## src/rtl/dsa_pkg.sv

```systemverilog
package dsa_pkg;

  // Control bits that travel alongside each lane-result word.
  typedef struct packed {
    logic vld;
    logic wr;
    logic nz;
  } dsa_ctl_t;

  localparam dsa_ctl_t DSA_CTL_IDLE = '{vld: 1'b0, wr: 1'b0, nz: 1'b0};

endpackage

```

## src/rtl/dsa_rst_sync.sv

```systemverilog
module dsa_rst_sync (
  input  logic clk,
  input  logic rst_n,
  output logic rst_q_n
);

  logic [1:0] sync_q;

  always_ff @(posedge clk or negedge rst_n) begin
    if (!rst_n) begin
      sync_q <= 2'b00;
    end else begin
      sync_q <= {sync_q[0], 1'b1};
    end
  end

  assign rst_q_n = sync_q[1];

endmodule

```

## src/rtl/dsa_lane.sv

```systemverilog
module dsa_lane #(
  parameter int W = 16
) (
  input  logic [W-1:0] x_i,
  output logic [W-1:0] y_o
);

  localparam logic [W-1:0] MOST_NEG = {1'b1, {(W-1){1'b0}}};
  localparam logic [W-1:0] MOST_POS = ~MOST_NEG;

  always_comb begin
    if (x_i == MOST_NEG) begin
      y_o = MOST_POS;
    end else if (x_i[W-1]) begin
      y_o = (~x_i) + {{(W-1){1'b0}}, 1'b1};
    end else begin
      y_o = x_i;
    end
  end

endmodule

```

## src/rtl/dsa_stage.sv

```systemverilog
module dsa_stage
  import dsa_pkg::*;
#(
  parameter int DW    = 32,
  parameter int TAG_W = 5
) (
  input  logic             clk,
  input  logic             rst_q_n,
  input  dsa_ctl_t         ctl_i,
  input  logic [DW-1:0]    dat_i,
  input  logic [TAG_W-1:0] tag_i,
  output dsa_ctl_t         ctl_o,
  output logic [DW-1:0]    dat_o,
  output logic [TAG_W-1:0] tag_o
);

  dsa_ctl_t         ctl_q;
  logic [DW-1:0]    dat_q, dat_nxt;
  logic [TAG_W-1:0] tag_q, tag_nxt;

  // Clock enable: payload only moves with a valid operation.
  always_comb begin
    dat_nxt = dat_q;
    tag_nxt = tag_q;
    if (ctl_i.vld) begin
      dat_nxt = dat_i;
      tag_nxt = tag_i;
    end
  end

  always_ff @(posedge clk) begin
    dat_q <= dat_nxt;
    tag_q <= tag_nxt;
  end

  always_ff @(posedge clk or negedge rst_q_n) begin
    if (!rst_q_n) begin
      ctl_q <= DSA_CTL_IDLE;
    end else begin
      ctl_q <= ctl_i;
    end
  end

  assign ctl_o = ctl_q;
  assign dat_o = dat_q;
  assign tag_o = tag_q;

endmodule

```

## src/rtl/dual_sat_abs.sv

```systemverilog
module dual_sat_abs
  import dsa_pkg::*;
#(
  parameter int LANE_W = 16,
  parameter int NLANE  = 2,
  parameter int TAG_W  = 5
) (
  input  logic                    clk,
  input  logic                    rst_n,
  input  logic                    iss_vld_i,
  input  logic                    guard_en_i,
  input  logic [LANE_W*NLANE-1:0] guard_i,
  input  logic [LANE_W*NLANE-1:0] opa_i,
  input  logic [LANE_W*NLANE-1:0] opb_i,
  input  logic [TAG_W-1:0]        tag_i,
  output logic                    vld_o,
  output logic                    wr_en_o,
  output logic [LANE_W*NLANE-1:0] res_o,
  output logic [TAG_W-1:0]        tag_o,
  output logic                    opa_nz_o
);

  localparam int DW  = LANE_W * NLANE;
  localparam int LAT = 2;

  logic rst_q_n;

  dsa_rst_sync u_rst (
    .clk     (clk),
    .rst_n   (rst_n),
    .rst_q_n (rst_q_n)
  );

  logic [DW-1:0] lane_res;

  for (genvar g = 0; g < NLANE; g++) begin : g_lane
    dsa_lane #(.W(LANE_W)) u_lane (
      .x_i (opb_i[g*LANE_W +: LANE_W]),
      .y_o (lane_res[g*LANE_W +: LANE_W])
    );
  end

  // Only the predicate's lowest bit matters; the rest is dropped.
  logic unused_guard_hi;
  assign unused_guard_hi = ^guard_i[DW-1:1];

  dsa_ctl_t         ctl_s [LAT+1];
  logic [DW-1:0]    dat_s [LAT+1];
  logic [TAG_W-1:0] tag_s [LAT+1];

  always_comb begin
    ctl_s[0].vld = iss_vld_i;
    ctl_s[0].wr  = iss_vld_i & (~guard_en_i | guard_i[0]);
    ctl_s[0].nz  = |opa_i;
    dat_s[0]     = lane_res;
    tag_s[0]     = tag_i;
  end

  for (genvar s = 0; s < LAT; s++) begin : g_stage
    dsa_stage #(.DW(DW), .TAG_W(TAG_W)) u_stage (
      .clk     (clk),
      .rst_q_n (rst_q_n),
      .ctl_i   (ctl_s[s]),
      .dat_i   (dat_s[s]),
      .tag_i   (tag_s[s]),
      .ctl_o   (ctl_s[s+1]),
      .dat_o   (dat_s[s+1]),
      .tag_o   (tag_s[s+1])
    );
  end

  assign vld_o    = ctl_s[LAT].vld;
  assign wr_en_o  = ctl_s[LAT].wr;
  assign opa_nz_o = ctl_s[LAT].vld & ctl_s[LAT].nz;
  assign res_o    = dat_s[LAT];
  assign tag_o    = tag_s[LAT];

endmodule

```

## config.mk

```make
export PLATFORM = sky130hd
export DESIGN_NAME = dual_sat_abs
export DESIGN_NICKNAME = d
export VERILOG_FILES = /design/src/rtl/dsa_pkg.sv /design/src/rtl/dsa_rst_sync.sv /design/src/rtl/dsa_lane.sv /design/src/rtl/dsa_stage.sv /design/src/rtl/dual_sat_abs.sv
export SDC_FILE = /design/constraint.sdc
export NUM_CORES = 1
export LEC_CHECK = 0
export ABC_AREA = 1
export ABC_CLOCK_PERIOD_IN_PS = 800
export CAP_MARGIN = 5
export CORE_ASPECT_RATIO = 1.25
export CORE_MARGIN = 5
export CORE_UTILIZATION = 43
export DETAILED_ROUTE_END_ITERATION = 10
export PLACE_DENSITY_LB_ADDON = 0.25
export SYNTH_ARGS = -nofsm -noshare
export SYNTH_HDL_FRONTEND = slang
export SYNTH_HIERARCHICAL = 1
export SYNTH_SLANG_ARGS = --single-unit
```

## constraint.sdc

```tcl
create_clock -name clk -period 0.8 [get_ports clk]
set_input_delay 0.12 -clock clk [delete_from_list [all_inputs] [get_ports clk]]
set_output_delay 0.12 -clock clk [all_outputs]
set_load 0.1 [all_outputs]
```

After elaboration in Yosys (flattened, before gate mapping)
Cells that the tools add are included.
{"block": "word_totals", "regBits": 82, "in_bits": 105, "elab_cells": 31}
{"block": "op_classes", "add_sub_neg": 2, "eq_ne": 2, "mux": 2, "bitwise": 8, "reduce_logical": 3}
{"op": "$add 16x1->16 const B", "count": 2}
{"op": "$eq 16x16->1 const B", "count": 2}
{"op": "$not 16->16", "count": 2}
{"op": "$reduce_or 32->1", "count": 1}
{"op": "$mux 15", "count": 2}
{"op": "$reduce_or 2->1", "count": 2}
{"op": "$not 1->1", "count": 3}
{"op": "$and 1x1->1", "count": 2}
{"op": "$or 1x1->1", "count": 1}

Longest topological paths before layout
{"block": "logic_depth", "ltp_word": 3, "depth_mapped": 9, "ltp_nobuf": 8}

Modules after synthesis
The synthesis kept the hierarchy.
{"mod": "dsa_stage", "n_inst": 2, "cells_per_inst": 40, "area_per_inst_um2": 1186.1, "seq_area_each_um2": 1186.1}
{"mod": "dsa_lane", "n_inst": 2, "cells_per_inst": 101, "area_per_inst_um2": 489.2, "seq_area_each_um2": 0.0}
{"mod": "dual_sat_abs", "n_inst": 1, "cells_per_inst": 49, "area_per_inst_um2": 197.7, "seq_area_each_um2": 0.0}
{"mod": "dsa_rst_sync", "n_inst": 1, "cells_per_inst": 3, "area_per_inst_um2": 53.8, "seq_area_each_um2": 50.0}

Least setup slack after synthesis
Ideal clock, no wire load.
{"block": "synth_path", "path_kind": "register to output", "startpoint": "reg g_stage[1].u_stage.ctl_q (netlist bit g_stage[1].u_stage/ctl_o[2])", "endpoint": "out opa_nz_o", "t_arrival_ns": 1.629, "required_time_ns": 0.680, "path_slack_ns": -0.949, "stages_incl_launch_ff": 3, "n_path_buf": 0, "cell_sequence": "dfrtp_1 nand2_1 inv_1"}
{"block": "synth_between", "elab_chain_len": 1}
{"element": "from (decl)", "line": "dsa_stage.sv:17", "text": "dsa_ctl_t ctl_q;"}
{"element": "from (signal assigned)", "line": "dsa_stage.sv:40", "text": "ctl_q <= ctl_i;"}
{"element": "$and 1x1->1", "line": "dual_sat_abs.sv:74", "text": "assign opa_nz_o = ctl_s[LAT].vld & ctl_s[LAT].nz;"}
{"element": "to (decl)", "line": "dual_sat_abs.sv:20", "text": "output logic opa_nz_o"}
No other way between the ends.

Worst setup path in the final report
Ends and elaborated chain as after synthesis.

==> results.txt <==
----------------------------------------------------
[Synth]
  Number of flip-flops and latches in the synthesized netlist ... 82
  Area share of the largest cell type after synthesis ... 61.69%
  Post-synth top area cell ... sky130_fd_sc_hd__edfxtp_1
  Synth cell types ... 24
  Fraction of the yosys area taken by sequential cells ... 67.25%
  Number of warnings printed during yosys synthesis ... 6
  Post-synthesis cell area ... 3602 sq um
  Top post-synthesis cells by area ... sky130_fd_sc_hd__edfxtp_1, sky130_fd_sc_hd__nand2_1, sky130_fd_sc_hd__dfrtp_1
  Syn Nets ... 441
  Post-Syn Instances ... 334
  Synthesized area divided by synthesized cell count ... 10.79 sq um

[Clock network]
  CTS buffer count ... 9
  TritonCTS clock tree ... done
  Clock root buffer ... sky130_fd_sc_hd__clkbuf_8
  Largest buffer count on any clock path ... 2
  Worst-path clk slew ... 0.08 ns
  CTS sink cnt ... 82
  Worst-skew pair later-pin latency ... 0.36 ns
  Total number of H-tree levels ... 3

[Status]
  Outcome ... complete, but fails checks
  Violations in the final reports ... setup timing

[Place]
  Detailed Place HPWL ... 6745 um
  Final weighted congestion in routability-driven placement ... 0.8946
  # port buffers ... 113

[Global route]
  All-Layer GR Usage ... 20.35%
  Met3 layer usage reported by global route ... 3.686%
  Most Crowded Layer GR ... met2
  Via count of the first global-routing pass ... 3334
  Met1 layer usage reported by global route ... 19.29%
  Maximum number of pins on one net before global-route repair ... 22
  Congestion Overflow GR ... 0
  Antenna violations before repair ... 0
  First-pass GRT wire length ... 16100 um
  Met2 track demand over resource in global routing ... 39.57%

[Worst setup path]
  Beginning of the critical path ... g_stage[1].u_stage/ctl_o[2]
  Start of the worst register-to-register path ... g_stage[0].u_stage/ctl_o[2]
  Critical Setup Path Class ... reg2out
  Type of element launching the critical path ... flip-flop
  Kind of capture point of the worst setup path ... primary output
  Worst EP required ... 0.68 ns
  Worst reg2reg setup slack ... -0.28 ns
  Crit Path Max Fanout ... 2
  Arrival time of the worst setup path ... 1.16 ns

[Floorplanning]
  Die width ... 91.87 um
  Starting density of the core ... 43.96%
  Floorplan die height ... 112.3 um
  Floorplan core area ... 8194 sq um
  Die area ... 10320 sq um
  Standard-cell row count ... 37
  I/O pin count ... 145

[Detailed routing]
  Detailed-routing iteration count for the pre-antenna-repair pass ... 5
  Vias ... 3240
  DRC violation count after routing ... 0
  Via-to-Cell Ratio ... 5.135
  Initial DRC Count ... 130
  Wire length per cell after detailed routing ... 18.04 um
  Final wirelength ... 11380 um
  Number of nets with antenna violations after routing ... 0

[STA]
  Worst clock skew on the final layout ... 0.008929 ns
  Total negative setup slack ... -20.39 ns
  Slew Limit Fails ... 0
  Unrepaired setup endpoints after global routing ... yes
  Minimum clock period ... 1.284 ns
  Final Cycle Share ... 160.6%
  Final critical-path setup slack ... -0.4845 ns
  Total count of hold-check failures in the final report ... 0
  Fmax ... 778.5 MHz
  Setup violations, final ... 106
  Hold Slack ... 0.08496 ns

[Power]
  Total Power Consumption ... 12.38 mW
  Peak supply drop ... 861.7 uV
  Static leakage ... 2.899 nW
  Pwr Density ... 1840 nW/um^2

[Flow run]
  Number of max-cap violations ... 0

[Finish]
  Net total in the final layout ... 637
  Layout cells sized above 1 ... 53.00%
  Number of antenna diodes ... 0
  Layout overhead on the synthesized area ... 86.84%

[Worst hold path]
  Type of the tightest min-delay check ... in2reg
  Critical hold path startpoint ... opb_i[14]

----------------------------------------------------
cells in the mapped netlist:
cell type and number:
sky130_fd_sc_hd__nand2_1 89, sky130_fd_sc_hd__edfxtp_1 74, sky130_fd_sc_hd__nor2_1 43, sky130_fd_sc_hd__inv_1 40, sky130_fd_sc_hd__nand3_1 30, sky130_fd_sc_hd__dfrtp_1 8, sky130_fd_sc_hd__xor2_1 8, sky130_fd_sc_hd__nand4_1 5
sky130_fd_sc_hd__and2_1 4, sky130_fd_sc_hd__buf_6 4, sky130_fd_sc_hd__nand3b_1 4, sky130_fd_sc_hd__o21ai_0 4, sky130_fd_sc_hd__a21oi_1 2, sky130_fd_sc_hd__buf_2 2, sky130_fd_sc_hd__ha_1 2, sky130_fd_sc_hd__inv_4 2
sky130_fd_sc_hd__nand3_2 2, sky130_fd_sc_hd__nor2_4 2, sky130_fd_sc_hd__nor3_1 2, sky130_fd_sc_hd__or2_4 2, sky130_fd_sc_hd__xnor2_1 2, sky130_fd_sc_hd__a21boi_0 1, sky130_fd_sc_hd__conb_1 1, sky130_fd_sc_hd__nor2_2 1
cells by family (layout without fill, tap and decap cells):
group	after synthesis	in the layout	share of synthesized area [%]
adders and majority gates	2	2	0.6946
xor gates and xnor gates	10	10	2.432
DFF	82	82	67.25
other	1	1	0.1041
AOI/OAI and AO/OA	7	7	1.042
buffers and inverters	48	246	6.044
and+or+nand+nor	184	186	22.44
layout make-up:
cell class,count,area [sq um]
multi-input cells,206,1530
well taps,97,121.4
clock inverters,6,82.58
fillers,425,1464
inverters,42,224.0
flip-flops and latches,82,2431
repair buffers,189,2217
clock buffers,9,123.9
where the power goes:
group	internal [mW]	switching [mW]	total, mW
Combinational	1.55	2.29	3.85
Clock	1.72	1.44	3.16
Sequential	5.15	0.230	5.38
timing repair:
item / CTS / global route
resized for setup: 196 / 75
hold endpoints to repair: 2 / 0
hold buffers: 1 / 0
setup buffers: 17 / 6
setup endpoints to repair: 109 / 110
cloned: 4 / 2
pin swaps: 48 / 43
metal layers:
metal / part of all wire [%] / routed length (um)
met1: 32 / 3656
met2: 57 / 6460
met3: 5.9 / 674
met4: 5.2 / 591
met5: 0 / 0
sequential cells by signal, summed over array words and instances (netlist names):
signal                 flops
g_stage.u_stage/dat_o     64
g_stage.u_stage/tag_o     10
g_stage.u_stage/ctl_o      6
u_rst/sync_q               2
cells in the final DEF, fill, tap and decap left out, types with 10 or more instances in the layout:
cell and instances:
sky130_fd_sc_hd__nand2_2 27, sky130_fd_sc_hd__buf_2 16, sky130_fd_sc_hd__edfxtp_1 74, sky130_fd_sc_hd__nand2_4 10, sky130_fd_sc_hd__buf_6 19, sky130_fd_sc_hd__buf_12 47, sky130_fd_sc_hd__nand3_2 21, sky130_fd_sc_hd__nor2_4 20
sky130_fd_sc_hd__buf_4 50, sky130_fd_sc_hd__nor2_1 20, sky130_fd_sc_hd__nand2_1 52, sky130_fd_sc_hd__inv_2 10, sky130_fd_sc_hd__inv_1 23, sky130_fd_sc_hd__clkdlybuf4s50_1 40
through the flow:
| step | cells | area (sq um) | util, % | setup slack, ns |
|---|---|---|---|---|
| 2_1_floorplan | 334 | 3822 | - | -0.4364 |
| 3_3_place_gp | 586 | 5818 | 71.00 | -0.9972 |
| 3_5_place_dp | 586 | 5818 | 71.00 | -1.034 |
| 4_1_cts | 623 | 6471 | 78.97 | -0.5007 |
| 5_1_grt | 631 | 6730 | 82.13 | -0.5374 |
| 6_report | 631 | 6730 | 82.13 | -0.4845 |
worst max-delay path, stage by stage (launching register included):
cell	delay [ns]
sky130_fd_sc_hd__dfrtp_4	0.49
sky130_fd_sc_hd__nand2_4	0.07
sky130_fd_sc_hd__clkinvlp_4	0.09
sky130_fd_sc_hd__buf_12	0.17
final timing paths:
kind | depth (start not counted) | to
worst max-delay path | 3 | opa_nz_o
worst min-delay path | 3 | g_stage[0].u_stage/dat_o[14]
worst max register to register | 2 | g_stage[1].u_stage/dat_o[30]
worst min register to register | 0 | g_stage[0].u_stage/ctl_o[2]
max in group asynchronous | 2 | u_rst/sync_q[1]
min in group asynchronous | 0 | g_stage[0].u_stage/ctl_o[2]
No activity file was read; power rests on OpenSTA's default activity.
